<file path="src/rtl/addr_demux_pkg.sv">
package addr_demux_pkg;
    typedef enum logic [1:0] {
        ST_IDLE  = 2'd0,
        ST_LATCH = 2'd1,
        ST_VALID = 2'd2
    } bus_phase_t;

    typedef enum logic [1:0] {
        SEG_EXTRA = 2'b00,
        SEG_STACK = 2'b01,
        SEG_CODE  = 2'b10,
        SEG_DATA  = 2'b11
    } seg_code_t;
endpackage

</file>
<file path="src/rtl/phase_fsm.sv">
module phase_fsm
    import addr_demux_pkg::*;
(
    input  logic       clk,
    input  logic       rst_n,
    input  logic       ale_i,
    output bus_phase_t phase_o,
    output logic       load_o,
    output logic       capture_o,
    output logic       valid_o
);
    bus_phase_t state_q, state_d;

    always_ff @(posedge clk or negedge rst_n) begin
        if (!rst_n) state_q <= ST_IDLE;
        else        state_q <= state_d;
    end

    always_comb begin
        state_d = state_q;
        unique case (state_q)
            ST_IDLE:  state_d = ale_i ? ST_LATCH : ST_IDLE;
            ST_LATCH: state_d = ale_i ? ST_LATCH : ST_VALID;
            ST_VALID: state_d = ale_i ? ST_LATCH : ST_VALID;
            default:  state_d = ST_IDLE;
        endcase
    end

    always_comb begin
        phase_o   = state_q;
        load_o    = ale_i;
        capture_o = (state_q == ST_LATCH) && !ale_i;
        valid_o   = (state_q == ST_VALID);
    end
endmodule

</file>
<file path="src/rtl/addr_capture.sv">
module addr_capture #(
    parameter int AD_W = 16,
    parameter int AS_W = 4,
    localparam int ADDR_W = AD_W + AS_W
) (
    input  logic              clk,
    input  logic              rst_n,
    input  logic              load_i,
    input  logic [AD_W-1:0]   ad_i,
    input  logic [AS_W-1:0]   as_i,
    input  logic              bhe_n_i,
    output logic [ADDR_W-1:0] addr_o,
    output logic              bhe_n_o
);
    always_ff @(posedge clk or negedge rst_n) begin
        if (!rst_n) begin
            addr_o  <= '0;
            bhe_n_o <= 1'b1;
        end else if (load_i) begin
            addr_o  <= {as_i, ad_i};
            bhe_n_o <= bhe_n_i;
        end
    end
endmodule

</file>
<file path="src/rtl/stat_capture.sv">
module stat_capture #(
    parameter int AS_W  = 4,
    parameter int SEG_W = 2
) (
    input  logic             clk,
    input  logic             rst_n,
    input  logic             capture_i,
    input  logic [AS_W-1:0]  as_i,
    output logic [SEG_W-1:0] seg_o
);
    always_ff @(posedge clk or negedge rst_n) begin
        if (!rst_n)         seg_o <= '0;
        else if (capture_i) seg_o <= as_i[SEG_W-1:0];
    end
endmodule

</file>
<file path="src/rtl/lane_decode.sv">
module lane_decode (
    input  logic valid_i,
    input  logic a0_i,
    input  logic bhe_n_i,
    output logic even_o,
    output logic odd_o
);
    always_comb begin
        even_o = valid_i && !a0_i;
        odd_o  = valid_i && !bhe_n_i;
    end
endmodule

</file>
<file path="src/rtl/addr_demux.sv">
module addr_demux
    import addr_demux_pkg::*;
#(
    parameter int AD_W  = 16,
    parameter int AS_W  = 4,
    parameter int SEG_W = 2,
    localparam int ADDR_W = AD_W + AS_W
) (
    input  logic              clk,
    input  logic              rst_n,
    input  logic [AD_W-1:0]   ad_i,
    input  logic [AS_W-1:0]   as_i,
    input  logic              ale_i,
    input  logic              bhe_n_i,
    input  logic              hlda_i,
    output logic [ADDR_W-1:0] addr_o,
    output logic [SEG_W-1:0]  seg_o,
    output logic              even_sel_o,
    output logic              odd_sel_o,
    output logic              addr_vld_o,
    output logic              oe_o
);
    bus_phase_t        phase;
    logic              load, capture, valid;
    logic [ADDR_W-1:0] addr_q;
    logic              bhe_n_q;
    logic [SEG_W-1:0]  seg_q;
    logic              even_w, odd_w;

    phase_fsm u_fsm (
        .clk(clk), .rst_n(rst_n), .ale_i(ale_i),
        .phase_o(phase), .load_o(load), .capture_o(capture), .valid_o(valid)
    );

    addr_capture #(.AD_W(AD_W), .AS_W(AS_W)) u_addr (
        .clk(clk), .rst_n(rst_n), .load_i(load),
        .ad_i(ad_i), .as_i(as_i), .bhe_n_i(bhe_n_i),
        .addr_o(addr_q), .bhe_n_o(bhe_n_q)
    );

    stat_capture #(.AS_W(AS_W), .SEG_W(SEG_W)) u_stat (
        .clk(clk), .rst_n(rst_n), .capture_i(capture),
        .as_i(as_i), .seg_o(seg_q)
    );

    lane_decode u_lane (
        .valid_i(valid), .a0_i(addr_q[0]), .bhe_n_i(bhe_n_q),
        .even_o(even_w), .odd_o(odd_w)
    );

    always_comb begin
        oe_o       = !hlda_i;
        addr_o     = hlda_i ? '0 : addr_q;
        seg_o      = hlda_i ? '0 : seg_q;
        addr_vld_o = !hlda_i && valid;
        even_sel_o = !hlda_i && even_w;
        odd_sel_o  = !hlda_i && odd_w;
    end

    logic unused_phase;
    assign unused_phase = ^phase;
endmodule

</file>
<file path="config.mk">
export PLATFORM = sky130hd
export DESIGN_NAME = addr_demux
export DESIGN_NICKNAME = d
export VERILOG_FILES = /design/src/rtl/addr_demux_pkg.sv /design/src/rtl/phase_fsm.sv /design/src/rtl/addr_capture.sv /design/src/rtl/stat_capture.sv /design/src/rtl/lane_decode.sv /design/src/rtl/addr_demux.sv
export SDC_FILE = /design/constraint.sdc
export NUM_CORES = 1
export LEC_CHECK = 0
export BUFFER_PORTS_ARGS = -buffer_cell sky130_fd_sc_hd__buf_2
export CAP_MARGIN = 25
export CELL_PAD_IN_SITES_DETAIL_PLACEMENT = 0
export CELL_PAD_IN_SITES_GLOBAL_PLACEMENT = 2
export CORE_ASPECT_RATIO = 0.9
export CORE_UTILIZATION = 33
export CTS_BUF_LIST = sky130_fd_sc_hd__clkbuf_4 sky130_fd_sc_hd__clkbuf_8 sky130_fd_sc_hd__clkbuf_16
export DETAILED_ROUTE_END_ITERATION = 7
export PLACE_DENSITY_LB_ADDON = 0.2
export SLEW_MARGIN = 20
export SYNTH_ARGS = -nofsm -noshare
export SYNTH_HDL_FRONTEND = slang
export SYNTH_HIERARCHICAL = 1
export SYNTH_SLANG_ARGS = --single-unit
</file>
<file path="constraint.sdc">
create_clock -name clk -period 3.1 [get_ports clk]
set_input_delay 0.62 -clock clk [delete_from_list [all_inputs] [get_ports clk]]
set_output_delay 0.62 -clock clk [all_outputs]
set_load 0.005 [all_outputs]
</file>
==> Word-level counts from Yosys, hierarchy flattened <==
Index checks and enable logic that the tools add are counted.
{ "totals": {"out_inout_bits": 26, "wordCells": 23, "register_bits": 25, "input_bits": 25} }
{ "classes": {"n_eq_ne": 2, "n_mux": 5, "n_reduce_logical": 12} }
{ "op_table": {"columns": ["op", "count"], "rows": [
  ["$mux W20", 1],
  ["$logic_and A1 B1 Y1", 6],
  ["$logic_not A1 Y1", 4],
  ["$mux W2", 2],
  ["$pmux W2 S2", 1],
  ["$eq A2 B1 Y1 const B", 1],
  ["$eq A2 B2 Y1 const B", 1],
  ["$logic_not A2 Y1", 1],
  ["$reduce_or A2 Y1", 1],
  ["$mux W1", 1]
]} }

==> Longest topological paths before layout <==
{ "depth": {"ltp_word": 3, "mapped_depth": 4, "depth_no_buf": 4} }

==> By module <==
Netlist, hierarchy kept.
{ "modules_own_cells": {"columns": ["mod", "area_each_um2", "seq_area_each_um2", "cells_per_inst", "n_inst"], "rows": [
  ["addr_capture", 860.8, 526.8, 44, 1],
  ["addr_demux", 177.7, 0.0, 28, 1],
  ["phase_fsm", 148.9, 50.0, 13, 1],
  ["stat_capture", 72.6, 50.0, 4, 1],
  ["lane_decode", 27.5, 0.0, 2, 1]
]} }

==> Worst setup path after synthesis <==
No wires, ideal clock.
{ "synth_path": {"kind": "in2out", "start": "in hlda_i", "end": "out addr_o[0]", "path_slack_ps": 1591, "required_time_ps": 2480, "arrival_ps": 889, "path_stages": 2, "path_buffers": 1, "path_cell_list": "buf_4 -> nor2b_1"} }
{ "synth_via": {"elab_chain_len": 1} }
{ "synth_lines": {"columns": ["item", "line_no", "source"], "rows": [
  ["start, declared", "addr_demux.sv:15", "input logic hlda_i,"],
  ["$mux W20", "addr_demux.sv:53", "addr_o = hlda_i ? '0 : addr_q;"],
  ["end, declared", "addr_demux.sv:16", "output logic [ADDR_W-1:0] addr_o,"]
]} }
No other way between the ends.

==> Worst setup path after layout <==
{ "layout_path": {"start": "in hlda_i", "end": "out seg_o[1]"} }
{ "layout_via": {"elab_chain_len": 1} }
{ "layout_lines": {"columns": ["item", "line_no", "source"], "rows": [
  ["$mux W2", "addr_demux.sv:54", "seg_o = hlda_i ? '0 : seg_q;"],
  ["end, declared", "addr_demux.sv:17", "output logic [SEG_W-1:0] seg_o,"]
]} }
No other way between the ends.

==> impl_summary.txt <==
----------------------------------------------------
[Status]
  Run status ... finished clean

[Synthesis]
  Netlist cell types ... 14
  Main area contributors after synthesis ... dfrtp_1, mux2_4, nor2b_1
  Net count after synthesis ... 120
  Synth Cell Area ... between 1000 and 1500 sq um
  Area share of xor/xnor cells in the synthesized design ... 0%
  Number of standard cells after synthesis ... ~90
  Flop and latch count out of synthesis ... 25
  Simple-Gate Fraction of Synth Area ... 17.1%
  Portion of netlist area occupied by mux cells ... between 20% and 30%
  Average size of a mapped cell ... around 14 sq um
  Sequential element share of the synthesized area ... 48.7%
  Post-synthesis adder-cell area fraction ... under 10%
  Total number of yosys warnings ... 6
  Dominant combinational cell family by area after synthesis ... multiplexers
  Post-synth top area share ... between 40% and 50%
  Share of the synthesized area in compound gates (AO/OA/AOI/OAI) ... 0%
  Post-synth top area cell ... dfrtp_1

[Critical path]
  Worst Reg-to-Reg Cells ... 4
  FF-to-FF Start ... u_fsm/phase_o[1]$_DFF_PN0_
  Sort of element at the end of the critical path ... output pin
  Startpoint class of the critical path ... primary input
  Worst setup path startpoint ... hlda_i
  CP Max Fanout ... 26
  Crit path required time ... 2480 ps
  Data arrival time at the worst-slack endpoint ... approximately 1400 ps
  R2R Path End ... u_stat/seg_o[0]$_DFFE_PN0P_
  Type of the worst setup path ... primary input to output pin
  Capture point of the worst path ... seg_o[1]
  R2R Setup Slk ... roughly 1900 ps

[Clocking]
  Post-cts hold buffer count ... 0
  Count of cells resized by post-cts repair ... 0
  Library cell used as clock root buffer ... clkbuf_8
  Count of buffers added by post-CTS timing repair for setup ... 0
  TritonCTS clock tree ... yes
  Clock-pin slew on the worst setup and hold paths ... ~80 ps
  Clock buffers created by TritonCTS ... 3
  Max clock buf depth ... 2
  Num Clock Sinks ... 25
  Maximum level of the CTS H-tree ... 1
  Clock latency on the worst-skew pair ... about 260 ps

[STA]
  Top achievable clock speed ... about 0.51 GHz
  Worst clock skew on the final layout ... roughly 0.94 ps
  Number of endpoints with negative hold slack in the final report ... 0
  Worst max-slew margin expressed relative to the limit ... between 60% and 70%
  Final Cycle Share ... 63.7%
  Final worst path period need ... approximately 2000 ps
  Slew @ Worst Pin ... roughly 570 ps
  Count of final max-slew check failures ... 0
  Setup repair after global routing missed its margin ... false
  Setup-failing EPs final ... 0
  Worst Setup Slack, final ... between 1000 and 1500 ps
  Setup_tns ... 0 ps

[Final layout]
  Number of antenna diodes ... 0
  Leading cell types in the layout, fill and taps excluded ... buf_2, dfrtp_1, nor2b_1
  Net total in the final layout ... around 170
  Final design instance area without fill ... between 1500 and 2000 sq um
  Most common cell after layout, fill and taps aside ... buf_2
  Share of the core filled with cells ... 43.1%
  Share of layout cells above drive strength 1 ... roughly 60%
  Area growth, synth to finish ... 24.8%

[Pwr]
  Ratio of total power to cell area ... 524 nW/um^2
  VDD IR max ... just under 0.3 mV
  Power after layout ... approximately 0.00084 W
  Reported leakage power ... 0.850 nW

[Floorplanning]
  Number of placement rows ... 21
  Area inside the core boundary ... approximately 3700 sq um
  DIE WIDTH ... 67.8 um
  Number of primary I/O pins ... 51
  Effective utilization at floorplan ... around 35%
  Floorplan die area ... roughly 4200 sq um
  Die boundary height ... 61.3 um

[Global route]
  Antenna violations before repair ... 0
  Maximum number of pins on one net before global-route repair ... 27
  Total routing usage reported by global routing ... approximately 13%
  Global-route wire length before repair ... 3690 um
  Number of global-route vias before repair ... slightly below 800
  Residual overflow from global routing ... 0

[Placement]
  Post-Place Cell Area ... 1560 sq um
  Port-buffer cells ... 50
  Placed wire-length estimate after detailed placement ... 1690 um
  Worst-case setup slack after placement ... 1120 ps
  Placer congestion estimate ... about 0.64

[Drt]
  Detailed Route WL ... between 2000 and 2500 um
  Detailed router's first-iteration violation count ... 27
  Number of design rule violations left after detail routing ... 0
  Remaining number of nets flagged by the antenna check after routing ... 0
  Number of detailed-routing iterations run before antenna repair ... 2
  DR vias/cell ... around 4.3
  Number of vias in the routed layout ... roughly 810
  Routed len/inst ... ~13 um

[Hold path]
  Tightest Hold Check Type ... primary input to asynchronous set/reset pin

[Job]
  Number of max-capacitance violations reported ... 0

----------------------------------------------------
where the power goes:
part	total, W	switching [W]	internal, W	leakage (nW)
registers	0.000411	0.0000304	0.000380	0.294
clock network	0.000195	0.0000947	0.000100	0.0262
logic	0.000236	0.0000915	0.000144	0.530
sequential cells by signal, indices dropped and copies added, names as in the netlist:
signal and flops:
u_addr/addr_o 20, u_fsm/phase_o 2, u_addr/bhe_n_o 1, u_stat/seg_o 2
Yosys cell counts:
cell type / instances
dfstp_2: 1
inv_1: 3
and2b_2: 2
nor2b_1: 23
nor2b_4: 2
and2b_1: 2
nor2_1: 1
mux2_4: 20
dfrtp_1: 24
nor3b_2: 1
buf_4: 3
ha_1: 4
mux2_2: 3
buf_6: 2
cell type report:
class / instances / area (sq um)
Clock buffer: 4 / 48.8
Timing Repair Buffer: 51 / 258
Fill cell: 361 / 2120
Sequential cell: 25 / 627
Multi-Input combinational cell: 58 / 604
Tap cell: 46 / 57.6
Inverter: 3 / 11.3
worst min path at each step:
stage,slack [ps],cells after the start,end,startpoint
after floorplan,320,0,u_addr/addr_o[0]$_DFFE_PN0P_,rst_n
after global placement,480,1,u_addr/addr_o[7]$_DFFE_PN0P_,u_addr/addr_o[7]$_DFFE_PN0P_
after detailed placement,490,1,u_addr/addr_o[10]$_DFFE_PN0P_,u_addr/addr_o[10]$_DFFE_PN0P_
after CTS,350,1,u_addr/addr_o[11]$_DFFE_PN0P_,rst_n
after global routing,370,1,u_addr/addr_o[13]$_DFFE_PN0P_,rst_n
final,350,1,u_addr/addr_o[11]$_DFFE_PN0P_,rst_n
per-stage QoR:
step                      hold slack, ps  cells
after floorplan                      324     91
after global placement               482    183
after detailed placement             486    183
after CTS                            352    187
after global routing                 370    187
final                                347    187
kinds of logic after synthesis:
| logic type | count (synthesis) |
|---|---|
| fa+ha+maj | 4 |
| buf+inv | 8 |
| flops | 25 |
| mux | 23 |
| simple gates | 31 |
worst max-delay path, stage by stage:
cell	delay [ps]
buf_2	380
and2b_1	230
buf_2	120
routing by layer:
layer	up-vias	share of wire [%]	track usage, %
met5	-	0	0
met4	0	0.63	3.57
met3	2	6.7	5.00
met2	23	46	19.9
met1	393	47	15.7
li1	394	-	-
No activity file was read; power rests on OpenSTA's default activity.
